==> config.mk <==
export PLATFORM = sky130hd
export DESIGN_NAME = dual_wiper_core
export DESIGN_NICKNAME = d
export VERILOG_FILES = /design/src/rtl/dual_wiper_core.sv
export SDC_FILE = /design/constraint.sdc
export NUM_CORES = 1
export LEC_CHECK = 0
export ABC_AREA = 1
export BUFFER_PORTS_ARGS = -buffer_cell sky130_fd_sc_hd__buf_2
export CAP_MARGIN = 25
export CORE_ASPECT_RATIO = 1.75
export CORE_MARGIN = 3
export CORE_UTILIZATION = 40
export DETAILED_ROUTE_END_ITERATION = 8
export GPL_TIMING_DRIVEN = 0
export PLACE_DENSITY_LB_ADDON = 0.15
export RECOVER_POWER = 25
export SLEW_MARGIN = 20
export SYNTH_ARGS = -nofsm -noshare
export SYNTH_HDL_FRONTEND = slang
export SYNTH_SLANG_ARGS = --single-unit
==> constraint.sdc <==
create_clock -name clk -period 2.2 [get_ports clk]
set_input_delay 0.44 -clock clk [delete_from_list [all_inputs] [get_ports clk]]
set_output_delay 0.44 -clock clk [all_outputs]
set_load 0.05 [all_outputs]
==> src/rtl/dual_wiper_core.sv <==
module dual_wiper_core #(
  parameter int DW = 8,
  parameter int NDR = 4,
  parameter int WR_CYCLES = 16,
  parameter int IW = (NDR > 1) ? $clog2(NDR) : 1,
  parameter logic [2*NDR*DW-1:0] DR_INIT = '0
) (
  input  logic          clk,
  input  logic          rst_n,
  input  logic          cs_n,
  input  logic          wp_n,
  input  logic          cmd_valid,
  input  logic [2:0]    cmd_op,
  input  logic          cmd_ch,
  input  logic [IW-1:0] cmd_idx,
  input  logic [DW-1:0] cmd_data,
  output logic          rd_valid,
  output logic [DW-1:0] rd_data,
  output logic [DW-1:0] wiper0,
  output logic [DW-1:0] wiper1,
  output logic          busy
);
  localparam int CW = $clog2(WR_CYCLES + 1);
  localparam int AW = IW + 1;
  localparam logic [DW-1:0] TOP = '1;
  localparam logic [DW-1:0] BOT = '0;
  localparam logic [CW-1:0] CYC = CW'(WR_CYCLES);
  localparam logic [CW-1:0] ONE = CW'(1);

  localparam logic [2:0] OP_RDW = 3'd0;
  localparam logic [2:0] OP_WRW = 3'd1;
  localparam logic [2:0] OP_RDD = 3'd2;
  localparam logic [2:0] OP_WRD = 3'd3;
  localparam logic [2:0] OP_STO = 3'd4;
  localparam logic [2:0] OP_RCL = 3'd5;
  localparam logic [2:0] OP_INC = 3'd6;
  localparam logic [2:0] OP_DEC = 3'd7;

  localparam logic [1:0] PK_NONE = 2'd0;
  localparam logic [1:0] PK_WIP  = 2'd1;
  localparam logic [1:0] PK_NV   = 2'd2;

  logic [DW-1:0] nvm [2*NDR];
  logic [DW-1:0] wip [2];
  logic          cs_q;
  logic          recall;
  logic [CW-1:0] cnt;
  logic [1:0]    pk;
  logic          pch;
  logic [IW-1:0] pidx;
  logic [DW-1:0] pval;
  logic [AW-1:0] nadr;
  logic [DW-1:0] nval;

  initial begin
    for (int k = 0; k < 2*NDR; k++) nvm[k] = DR_INIT[k*DW +: DW];
  end

  wire           busy_i  = recall | (cnt != '0);
  wire           cs_rise = cs_n & ~cs_q;
  wire           take    = cmd_valid & ~cs_n & ~busy_i;
  wire [DW-1:0]  dsel    = nvm[{cmd_ch, cmd_idx}];
  wire [DW-1:0]  wsel    = wip[cmd_ch];

  always_ff @(posedge clk or negedge rst_n) begin
    if (!rst_n) begin
      cs_q     <= 1'b1;
      recall   <= 1'b1;
      cnt      <= '0;
      pk       <= PK_NONE;
      pch      <= 1'b0;
      pidx     <= '0;
      pval     <= '0;
      nadr     <= '0;
      nval     <= '0;
      wip[0]   <= '0;
      wip[1]   <= '0;
      rd_valid <= 1'b0;
      rd_data  <= '0;
    end else begin
      cs_q     <= cs_n;
      rd_valid <= 1'b0;
      if (recall) begin
        wip[0] <= nvm[{1'b0, {IW{1'b0}}}];
        wip[1] <= nvm[{1'b1, {IW{1'b0}}}];
        recall <= 1'b0;
      end
      if (cnt != '0) cnt <= cnt - ONE;
      if (cs_rise) begin
        if (pk == PK_WIP) begin
          wip[pch] <= pval;
        end else if (pk == PK_NV && wp_n) begin
          cnt  <= CYC;
          nadr <= {pch, pidx};
          nval <= pval;
        end
      end
      if (cs_n || (!wp_n && pk == PK_NV)) pk <= PK_NONE;
      if (take) begin
        case (cmd_op)
          OP_RDW: begin rd_data <= wsel; rd_valid <= 1'b1; end
          OP_RDD: begin rd_data <= dsel; rd_valid <= 1'b1; end
          OP_WRW: begin pk <= PK_WIP; pch <= cmd_ch; pval <= cmd_data; end
          OP_RCL: begin pk <= PK_WIP; pch <= cmd_ch; pval <= dsel; end
          OP_WRD: if (wp_n) begin
            pk <= PK_NV; pch <= cmd_ch; pidx <= cmd_idx; pval <= cmd_data;
          end
          OP_STO: if (wp_n) begin
            pk <= PK_NV; pch <= cmd_ch; pidx <= cmd_idx; pval <= wsel;
          end
          OP_INC: if (wsel != TOP) wip[cmd_ch] <= wsel + 1'b1;
          OP_DEC: if (wsel != BOT) wip[cmd_ch] <= wsel - 1'b1;
          default: ;
        endcase
      end
    end
  end

  always_ff @(posedge clk) begin
    if (rst_n && cnt == ONE) nvm[nadr] <= nval;
  end

  assign wiper0 = wip[0];
  assign wiper1 = wip[1];
  assign busy   = busy_i;
endmodule

# Yosys cells after proc, flatten, opt, wreduce, memory -nomap -nowiden
# Memories as Yosys holds them, arrays and structs flattened.
# Index checks and enable logic that the tools add are counted.
[totals] ff_bits=56 input_bits=19 out_inout_bits=26 mem_count=1 ram_bits=64
[classes] magnitude_cmp=4 eq_ne=14 add_sub_neg=3 bitwise_logic=10 mux=35 reduce_logical=21
[mem_list] name="nvm" depth=8 width=8 read_ports=3 rd_clocked_by_memory_dff=0 wr=1 line="43" source="logic [DW-1:0] nvm [2*NDR];"
[op_table] cell="$mux 16" n=6
[op_table] cell="$mux 8" n=7
[op_table] cell="$bwmux 16" n=3
[op_table] cell="$pmux 16 s2" n=1
[op_table] cell="$pmux 8 s4" n=1
[op_table] cell="$mux 5" n=4
[op_table] cell="$demux 8 s1" n=2
[op_table] cell="$pmux 8 s2" n=1
[op_table] cell="$eq 3x3->1 const B" n=4
[op_table] cell="$reduce_and 3->1" n=3
[op_table] cell="$add 8x1->8 const B" n=1
[op_table] cell="$ne 8x8->1 const B" n=1
[op_table] cell="$reduce_bool 8->1" n=1
[op_table] cell="$sub 8x1->8 const B" n=1
[op_table] cell="$eq 3x2->1 const B" n=2
[op_table] cell="$mux 2" n=3
[op_table] cell="$reduce_or 2->1" n=3
[op_table] cell="$eq 5x1->1 const B" n=1
[op_table] cell="$logic_and 1x1->1" n=5
[op_table] cell="$mux 1" n=5
[op_table] cell="$reduce_bool 5->1" n=1
[op_table] cell="$sub 5x1->5 const B" n=1
[op_table] cell="$ge 2x2->1 const B" n=2
[op_table] cell="$lt 2x1->1 const B" n=2
[op_table] cell="other kinds (18)" n=26

# Depth between registers and ports, before layout
# Gate-level depths: netlist of the first run.
[depth] depth_word=12 ltp_mapped=16 depth_no_buf=15

# Worst setup path after synthesis of the first run
# Ideal clock, no wire load.
[synth_timing] kind="reg2reg" startpoint="register wip (netlist bit wiper0[1])" endpoint="register wip (netlist bit wiper0[1])" setup_time_ns=0.065 setup_slack_ns=0.023 arrival_time_ns=2.112 path_stages_with_launch=13 cell_sequence="dfrtp_1 inv_1 o21ai_1 ha_1 nand3_1 nor2_1 nand2_1 nand2_1 nand2_1 or2_0 nand3_1 nand2_1 nand2_1"
[synth_via] elab_chain_len=8 elab_cells_between_ends=17
[synth_rtl] item="from (decl)" line="44" source="logic [DW-1:0] wip [2];"
[synth_rtl] item="from (signal, indexed assignment)" line="91" source="wip[pch] <= pval;"
[synth_rtl] item="from (signal, indexed assignment)" line="111" source="OP_INC: if (wsel != TOP) wip[cmd_ch] <= wsel + 1'b1;"
[synth_rtl] item="from (signal, indexed assignment)" line="112" source="OP_DEC: if (wsel != BOT) wip[cmd_ch] <= wsel - 1'b1;"
[synth_rtl] item="$mux 8 (not written as such) / $mux 16 (equally long branches)" line="63, 83"
[synth_rtl] item="$mux 8 (not written as such) / $bwmux 16 (equally long branches)" line="63, 91"
[synth_rtl] item="$mux 8 (not written as such) / $mux 16 (equally long branches)" line="63, 90"
[synth_rtl] item="$sub 8x1->8, or another cell as far along" line="112"
[synth_rtl] item="$bwmux 16, on equally long branches" line="112, 111"
[synth_rtl] item="$mux 16, on equally long branches" line="112, 111"
[synth_rtl] item="$pmux 16 s2" line="100" source="case (cmd_op)"
[synth_rtl] item="$mux 16 *" line="99" source="if (take) begin"
# Mark *: on every way between the ends. The rest lies on a longest branch, timed or not. The select of a mux whose other input is x is not followed.
# A chain may end at the register's enable or synchronous reset.

# Final worst setup path of the first run
[layout_timing] startpoint="register cnt[0]" endpoint="output port busy"
[layout_via] elab_chain_len=2
[layout_rtl] item="from (decl)" line="47" source="logic [CW-1:0] cnt;"
[layout_rtl] item="from (signal assigned)" line="88" source="if (cnt != '0) cnt <= cnt - ONE;"
[layout_rtl] item="$reduce_bool 5->1" line="59" source="wire busy_i = recall | (cnt != '0);"
[layout_rtl] item="$or 1x1->1" line="59"
[layout_rtl] item="to (decl)" line="21" source="output logic busy"
# Every way passes these cells.

==> run_results.csv, run 1 <==
group,metric,value,unit
outcome,status,"finished, violations left",
outcome,violations,"negative hold slack",
setup_path,path_class,"reg -> out",
yosys,ys.flop_type,"edfxtp_1",
setup_path,reg2reg_depth,11,
clock_network,cts.clk_slew.worst_paths,50,ps
setup_path,cp.arrival,1690,ps
clock_network,clk-insertion-delay-late,410,ps
final_layout,drive_above_1_share,15.2,%
die,coreArea,15000,µm²
clock_network,cts_tree,"built",
global_routing,grt_pass1_vias,5480,
yosys,synthDistinctLibCells,42,
worst_hold_path,hold_path.class,"in -> async",
clock_network,htree_levels,4,
route,initialDrtViolationCount,304,
global_routing,grt_max_degree,58,
final_layout,syn_to_final_growth,20.1,%
global_routing,grt_usage,22.8,%
timing,rsz0062_at_grt,"yes",
global_routing,grt_pass1_wl,29300,µm
timing,setup_violations,0,
final_layout,n_fill_cell,1445,
setup_path,end_kind,"output port",
setup_path,rrSetupSlack,110,ps
clock_network,cts_buffers,17,
final_layout,layout_common_cells,"226 x nand2_1, 82 x o21ai_0, 78 x nor2_1",
timing,worstMarginPinSlew,685,ps
global_routing,antenna_found_initial,0,
final_layout,ff_latch_area,3330,µm²
timing,hold_violations,9,
placed_design,hpwl,14500,µm
route,routed_wl,18600,µm
power,leakage,3.12,nW
power,power_density,920,nW/µm²
final_layout,multiInputGateArea,2630,µm²
yosys,yosysWarnings,0,
die,num_rows,59,
route,ant_nets,0,
placed_design,port_buffers,43,
setup_path,r2r-end,"wiper1[7]$_DFF_PN0_",
route,first_pass_iters,5,
timing,max-slew-margin-rel,54.2,%
yosys,ys_ff_latch,120,
route,remaining_drc_errors,0,
setup_path,critPathLaunchType,"flop",
global_routing,overflow,0,
final_layout,fin_nets,820,
timing,slew_viol_final,0,
route,wl_per_cell,18.8,µm
die,initial_utilization,41.0,%
die,die_x,99.7,µm
timing,setup_slack,69.1,ps
route,viasPerCell,5.44,
final_layout,diodes,0,
die,dieHeight,170,µm
yosys,synth_cells,734,
clock_network,cts-root-buf,"clkbuf_16",
timing,timing.hold.ws,-18.5,ps
placed_design,gp_congestion,0.980,
final_layout,final_common_cell,"nand2_1",
timing,max_freq,469,MHz
yosys,ys_seq_area_share,54.1,%
yosys,netlist_area,6140,µm²
die,io_pins,45,
clock_network,clock_path_buffers,2,
yosys,syn_area_per_cell,8.37,µm²
yosys,synth_edf_count,64,
power,vdd_drop_max,0.000393,V
yosys,synthesis.nets,758,
yosys,ys_async_sr_fraction,46.7,%
run,cap_violations,0,
placed_design,pre_cts_slack,-658,ps
clock_network,cts_sinks,120,
setup_path,required,1760,ps
route,vias,5396,
timing,finalCritPeriodShare,96.9,%
setup_path,critPathMaxFanout,3,
die,dieArea,16900,µm²
timing,min_period,2130,ps
placed_design,placed_cell_area,6630,µm²
final_layout,post-route-cell-area,7380,µm²
timing,skew,7.30,ps
setup_path,r2r-start,"wiper0[2]$_DFF_PN0_",
where the power goes:
part	switching [mW]	leakage [nW]	total, mW	internal (mW)
registers	0.155	1.19	2.70	2.54
logic	0.859	1.63	1.22	0.359
clock network	0.990	0.298	2.87	1.88
critical path, cell delays in order, from the launching register on:
cell and delay [ps]:
dfrtp_1 410, inv_2 80, ha_2 190, inv_1 70, nor3_4 260, nand2_1 80
buf_4 190
state kept, by name (all words and copies together) (netlist names), 3 cells and up:
name,count
wiper1,8
nadr,3
pval,8
cnt,5
nvm,64
rd_data,8
wiper0,8
nval,8
routing by layer:
metal | track usage, % | part of all wire (%) | wire (µm)
met1 | 23.3 | 35 | 6480
met4 | 12.8 | 4.6 | 853
met2 | 42.7 | 57 | 10500
met3 | 4.06 | 4.1 | 761
met5 | 0 | 0 | 0
synthesized netlist by cell type (all sizes together) (3+ instances only):
master | n | area share (%)
nand2 | 235 | 14
o21ai | 85 | 6.9
nor2 | 83 | 5.1
edfxtp | 64 | 31
inv | 58 | 3.5
dfrtp | 54 | 22
nand3 | 27 | 2.3
a31oi | 17 | 1.7
clkbuf | 17 | 1.0
nor3 | 16 | 1.8
o22ai | 15 | 1.5
a21oi | 10 | 0.81
a22oi | 8 | 0.98
buf | 8 | 0.90
o211ai | 7 | 0.94
ha | 5 | 1.0
or2 | 5 | 0.55
xor2 | 5 | 0.71
nand4 | 3 | 0.55
area by class of cell:
type,instances,area share [%]
inverter,60,3.14
clock inverter,14,2.44
clock buffer,18,5.82
timing repair buffer,45,3.22
multi-input combinational,529,35.6
sequential,120,45.1
tap,183,3.10
buffer,23,1.56
worst max path at each step:
stage                         from                  end  slack [ps]
3_5_place_dp                cmd_ch  wiper1[3]$_DFF_PN0_        -660
4_1_cts                      rst_n  nvm[1][3]$_DFFE_PP_         -40
2_1_floorplan  wiper0[1]$_DFF_PN0_  wiper0[1]$_DFF_PN0_          20
5_1_grt           cnt[0]$_DFF_PN0_                 busy         -40
6_report          cnt[0]$_DFF_PN0_                 busy          70
3_3_place_gp                 rst_n  nvm[5][5]$_DFFE_PP_       -1310
cell families (layout without fill, tap and decap cells):
| logic type | after synthesis | after routing | share of synthesized area (%) |
|---|---|---|---|
| multiplexers | 1 | 1 | 0.163 |
| other | 1 | 1 | 0.0610 |
| adder cells (fa/ha/maj) | 5 | 5 | 1.02 |
| XOR/XNOR | 7 | 7 | 0.998 |
| flip-flops | 120 | 120 | 54.1 |
| AO/OA/AOI/OAI | 144 | 144 | 13.2 |
| buffers and inverters | 85 | 160 | 5.62 |
| AND/OR/NAND/NOR | 371 | 371 | 24.8 |
per-stage QoR:
step | std cells | power [mW] | setup TNS [ps] | utilization (%)
5_1_grt | 992 | 7.05 | -36.9 | 49.2
3_3_place_gp | 960 | 3.86 | -89930 | 44.0
6_report | 992 | 6.79 | 0 | 49.2
4_1_cts | 992 | 6.79 | -1390 | 48.5
2_1_floorplan | 734 | 3.51 | 0 | -
3_5_place_dp | 960 | 3.90 | -37920 | 44.2
timing repair:
item                                    4_1_cts  5_1_grt
pin swaps                                     1        3
endpoints found under the setup margin       69       73
buffers inserted                              1        1
resized for setup                             9       33
hold buffers                                  0        0
(Power assumes the default switching activity.)
==> inputs of run 2 (changes only) <==
RECOVER_POWER = not set   (was 25)
==> run_results.csv, run 2 (synthesized netlist as in run 1, its figures left out) <==
group,metric,value,unit
setup_path,crit_cells,6,
route,initialDrtViolationCount,304,
power,intPower,4.78,mW
timing,min_period,2130,ps
final_layout,final_common_cell,"nand2_1",
timing,setup_violations,0,
route,wl_per_cell,18.8,µm
power,clkPwrFrac,42.3,%
route,remaining_drc_errors,0,
power,switching_share,29.5,%
die,dieArea,16900,µm²
final_layout,fin_cells,992,
power,p_comb_share,17.9,%
global_routing,grt_max_degree,58,
placed_design,gp_congestion,0.980,
die,io_pins,45,
die,initial_utilization,41.0,%
die,coreArea,15000,µm²
setup_path,required,1760,ps
worst_hold_path,hold_path.class,"in -> async",
setup_path,cp.arrival,1690,ps
global_routing,overflow,0,
setup_path,cp_cell_sequence,"inv_2, ha_2, inv_1, nor3_4, nand2_1, buf_4",
clock_network,cts.clk_slew.worst_paths,50,ps
final_layout,regMostFlops,"nvm",
setup_path,path_class,"reg -> out",
final_layout,layout_common_cells,"226 x nand2_1, 82 x o21ai_0, 78 x nor2_1",
clock_network,cts_buffers,17,
setup_path,critPathMaxFanout,3,
setup_path,crit_start,"cnt[0]$_DFF_PN0_",
placed_design,pre_cts_slack,-658,ps
final_layout,largest_reg_flops,64,
timing,setup_slack,68.9,ps
outcome,violations,"negative hold slack",
clock_network,clk-insertion-delay-late,410,ps
setup_path,critPathMaxStageDelay,410,ps
setup_path,critPathLaunchType,"flop",
global_routing,grt_pass1_vias,5480,
clock_network,cts_tree,"built",
clock_network,cts-root-buf,"clkbuf_16",
final_layout,drive_above_1_share,15.3,%
clock_network,cts_sinks,120,
route,first_pass_iters,5,
timing,rsz0062_at_grt,"yes",
setup_path,crit_buf_inv,3,
setup_path,cp_slowest_cell,"dfrtp_1",
power,p_sw,2.00,mW
placed_design,hpwl,14500,µm
setup_path,end_kind,"output port",
timing,timing.hold.ws,-18.5,ps
power,vdd_drop_max,0.000394,V
die,num_rows,59,
final_layout,fin_nets,820,
placed_design,port_buffers,43,
die,die_x,99.7,µm
route,vias,5402,
global_routing,grt_pass1_wl,29300,µm
clock_network,hold_buffers,0,
power,power_density,920,nW/µm²
die,dieHeight,170,µm
timing,max_freq,469,MHz
route,ant_nets,0,
global_routing,grt_usage,22.8,%
setup_path,path_delay_family,"flip-flops",
run,cap_violations,0,
timing,worstMarginPinSlew,685,ps
timing,hold_violations,9,
timing,max-slew-margin-rel,54.2,%
global_routing,antenna_found_initial,0,
clock_network,clock_path_buffers,2,
setup_path,r2r-start,"wiper0[2]$_DFF_PN0_",
timing,skew,7.30,ps
final_layout,diodes,0,
route,routed_wl,18600,µm
setup_path,reg2reg_depth,11,
power,leakage,3.12,nW
power,pwr-share-seq,39.7,%
placed_design,dp_cells,960,
outcome,status,"finished, violations left",
final_layout,syn_to_final_growth,20.1,%
timing,finalCritPeriodShare,96.9,%
clock_network,htree_levels,4,
timing,slew_viol_final,0,
route,viasPerCell,5.45,
-- run 2: repair_timing --
action / 4_1_cts / 5_1_grt
cloned: 0 / 0
pin swaps: 1 / 3
setup endpoints to repair: 69 / 73
resized for setup: 9 / 33
buffers inserted: 1 / 1
-- run 2: stage by stage --
| step | instance area [µm²] | hold slack [ps] | setup TNS, ps | power, mW | utilization (%) |
|---|---|---|---|---|---|
| 2_1_floorplan | 6140 | 144 | 0 | 3.51 | - |
| 3_3_place_gp | 6590 | 476 | -89930 | 3.86 | 44.0 |
| 3_5_place_dp | 6630 | 477 | -37920 | 3.90 | 44.2 |
| 4_1_cts | 7270 | 128 | -1390 | 6.79 | 48.5 |
| 5_1_grt | 7380 | 13.1 | -36.9 | 7.05 | 49.2 |
| 6_report | 7380 | -18.5 | 0 | 6.79 | 49.2 |
-- run 2: worst paths after layout --
path / endpoint / slack [ps]
setup reg to reg: wiper1[7]$_DFF_PN0_ / 110
hold / removal: wiper0[7]$_DFF_PN0_ / -20
min in group clk: cs_q$_DFF_PN1_ / 160
max in group asynchronous: wiper1[0]$_DFF_PN0_ / 1760
hold reg to reg: pidx[1]$_DFFE_PN0P_ / 490
setup / recovery: busy / 70
-- run 2: power groups by stage --
| stage | Sequential (mW) | Combinational (mW) | Clock [mW] |
|---|---|---|---|
| 2_1_floorplan | 2.89 | 0.623 | 0 |
| 6_report | 2.70 | 1.22 | 2.87 |
| 3_5_place_dp | 2.73 | 1.18 | 0 |
| 5_1_grt | 2.71 | 1.33 | 3.02 |
| 4_1_cts | 2.69 | 1.19 | 2.91 |
| 3_3_place_gp | 2.72 | 1.15 | 0 |
-- run 2: routing by layer --
layer / vias up / track usage (%) / wire (µm)
met5: - / 0 / 0
met4: 0 / 12.8 / 886
met1: 2579 / 23.3 / 6450
met2: 182 / 42.7 / 10500
li1: 2581 / - / -
met3: 60 / 4.06 / 793
-- run 2: worst reg2reg max path, cell delays in order (launching register included) --
cell and delay (ps):
dfrtp_1 350, inv_1 90, o21ai_1 530, nand3_1 180
nor2_1 310, nand3_1 130, nand2_1 80, nand2_1 70
nand2_1 60, nand2_1 50, nand2_1 70, nand2_1 50
-- run 2: final cells by class --
cell class	instances	area, µm²
fillers	1447	7610
flip-flops and latches	120	3330
multi-input cells	529	2630
clock buffers	18	429
repair buffers	45	239
inverters	60	231
well taps	183	229
clock inverters	14	180
plain buffers	23	115
==> inputs of run 3 (changes only) <==
CORE_ASPECT_RATIO = 2   (was 1.75)
==> run_results.csv, run 3 (synthesized netlist as in run 1, its figures left out) <==
group,metric,value,unit
route,viasPerCell,5.25,
route,wl_met2,11300,µm
route,remaining_drc_errors,0,
placed_design,dp_cells,972,
timing,max-slew-margin-rel,47.4,%
timing,finalCritPeriodShare,96.7,%
power,power,6.81,mW
final_layout,finish.utilization,49.8,%
timing,slew_viol_final,0,
setup_path,critPathLaunchType,"flop",
placed_design,hpwl,15700,µm
setup_path,path_class,"reg -> out",
timing,skew,14.9,ps
clock_network,cts_sinks,120,
final_layout,final_common_cell,"nand2_1",
final_layout,diodes,0,
run,cap_violations,0,
global_routing,grt_usage,24.5,%
route,ant_nets,0,
route,top_layer_used,"met4",
global_routing,grt_pass1_wl,30700,µm
route,routed_wl,19900,µm
setup_path,required,1760,ps
die,coreArea,15000,µm²
route,wl_met3,692,µm
clock_network,cts-root-buf,"clkbuf_16",
setup_path,rrSetupSlack,100,ps
die,dieArea,17000,µm²
worst_hold_path,hold_path.class,"in -> async",
power,vdd_drop_max,0.000591,V
timing,worstMarginPinSlew,785,ps
die,num_rows,63,
route,vias,5322,
timing,rsz0062_at_grt,"yes",
route,initialDrtViolationCount,314,
clock_network,cts_tree,"built",
clock_network,clock_path_buffers,2,
route,wl_per_cell,19.6,µm
global_routing,grt_max_degree,58,
placed_design,port_buffers,43,
die,dieHeight,181,µm
clock_network,cts.clk_slew.worst_paths,60,ps
final_layout,post-route-cell-area,7460,µm²
timing,timing.hold.ws,-29.9,ps
timing,max_freq,470,MHz
route,first_pass_iters,5,
timing,min_period,2130,ps
die,initial_utilization,41.0,%
clock_network,hold_buffers,0,
clock_network,clk-insertion-delay-late,420,ps
final_layout,syn_to_final_growth,21.5,%
outcome,status,"finished, violations left",
placed_design,placed_cell_area,6650,µm²
final_layout,fin_cells,1013,
timing,setup_violations,0,
final_layout,drive_above_1_share,17.0,%
timing,hold_violations,13,
setup_path,end_kind,"output port",
outcome,violations,"negative hold slack",
global_routing,antenna_found_initial,0,
power,leakage,3.16,nW
final_layout,layout_common_cells,"227 x nand2_1, 82 x o21ai_0, 78 x nor2_1",
global_routing,grt_pass1_vias,5463,
die,die_x,93.6,µm
final_layout,fin_nets,829,
final_layout,largest_reg_flops,64,
setup_path,cp.arrival,1690,ps
route,wl_met1,6820,µm
clock_network,cts_buffers,17,
final_layout,regMostFlops,"nvm",
final_layout,n_fill_cell,1486,
setup_path,critPathMaxFanout,3,
clock_network,htree_levels,4,
die,io_pins,45,
power,power_density,913,nW/µm²
placed_design,gp_congestion,1.02,
global_routing,overflow,0,
==> run 3: cell count changes in the layout (fill, tap and decap cells not counted), sizes merged <==
cell and delta:
buf +10, bufinv -1, clkbuf -2, clkinv -2, clkinvlp +5, inv -1
==> run 3: timing repair <==
action / CTS / global route
buffers inserted: 4 / 7
endpoints found under the setup margin: 84 / 86
resized for setup: 18 / 27
pin swaps: 2 / 5
==> run 3: path summary, 6_finish.rpt <==
| check | cells after the start | end | startpoint |
|---|---|---|---|
| min in group clk | 1 | cs_q$_DFF_PN1_ | cs_n |
| max | 6 | busy | cnt[0]$_DFF_PN0_ |
| min reg2reg | 2 | pidx[1]$_DFFE_PN0P_ | pidx[1]$_DFFE_PN0P_ |
| max in group asynchronous | 1 | wiper1[0]$_DFF_PN0_ | rst_n |
| min | 1 | wiper1[7]$_DFF_PN0_ | rst_n |
| max reg2reg | 6 | nvm[5][2]$_DFFE_PP_ | cnt[1]$_DFF_PN0_ |
==> run 3: worst max-delay path, cell delays in order (launching register included) <==
cell     delay [ps]
dfrtp_1         400
inv_1           110
ha_1            200
inv_1            90
nor3_4          200
nand2_1          80
buf_4           190
==> run 3: stage by stage <==
| step | setup TNS (ps) | setup WS [ps] |
|---|---|---|
| after floorplan | 0 | 23.5 |
| after global placement | -93700 | -1340 |
| after detailed placement | -42110 | -854 |
| after CTS | -2270 | -67.4 |
| after global routing | -1170 | -59.3 |
| final | 0 | 72.2 |
==> run 3: layout make-up <==
cell class,count,area (µm²),share of cell area [%]
clock inverters,15,175,2.35
plain buffers,23,115,1.54
clock buffers,17,425,5.70
multi-input cells,529,2630,35.2
flip-flops and latches,120,3330,44.6
well taps,195,244,3.27
repair buffers,54,307,4.11
inverters,60,241,3.24
==> run 3: report_power, final <==
part | switching (mW) | internal [mW] | total (mW)
sequential | 0.160 | 2.54 | 2.70
clock | 1.09 | 1.78 | 2.87
combinational | 0.871 | 0.372 | 1.24
total | 2.12 | 4.69 | 6.81
==> run 3: metal layers <==
layer  vias up  global-route usage [%]
li1       2599                       -
met1      2529                    24.6
met2       142                    46.4
met3        52                    4.04
met4         0                    12.9
met5         -                       0
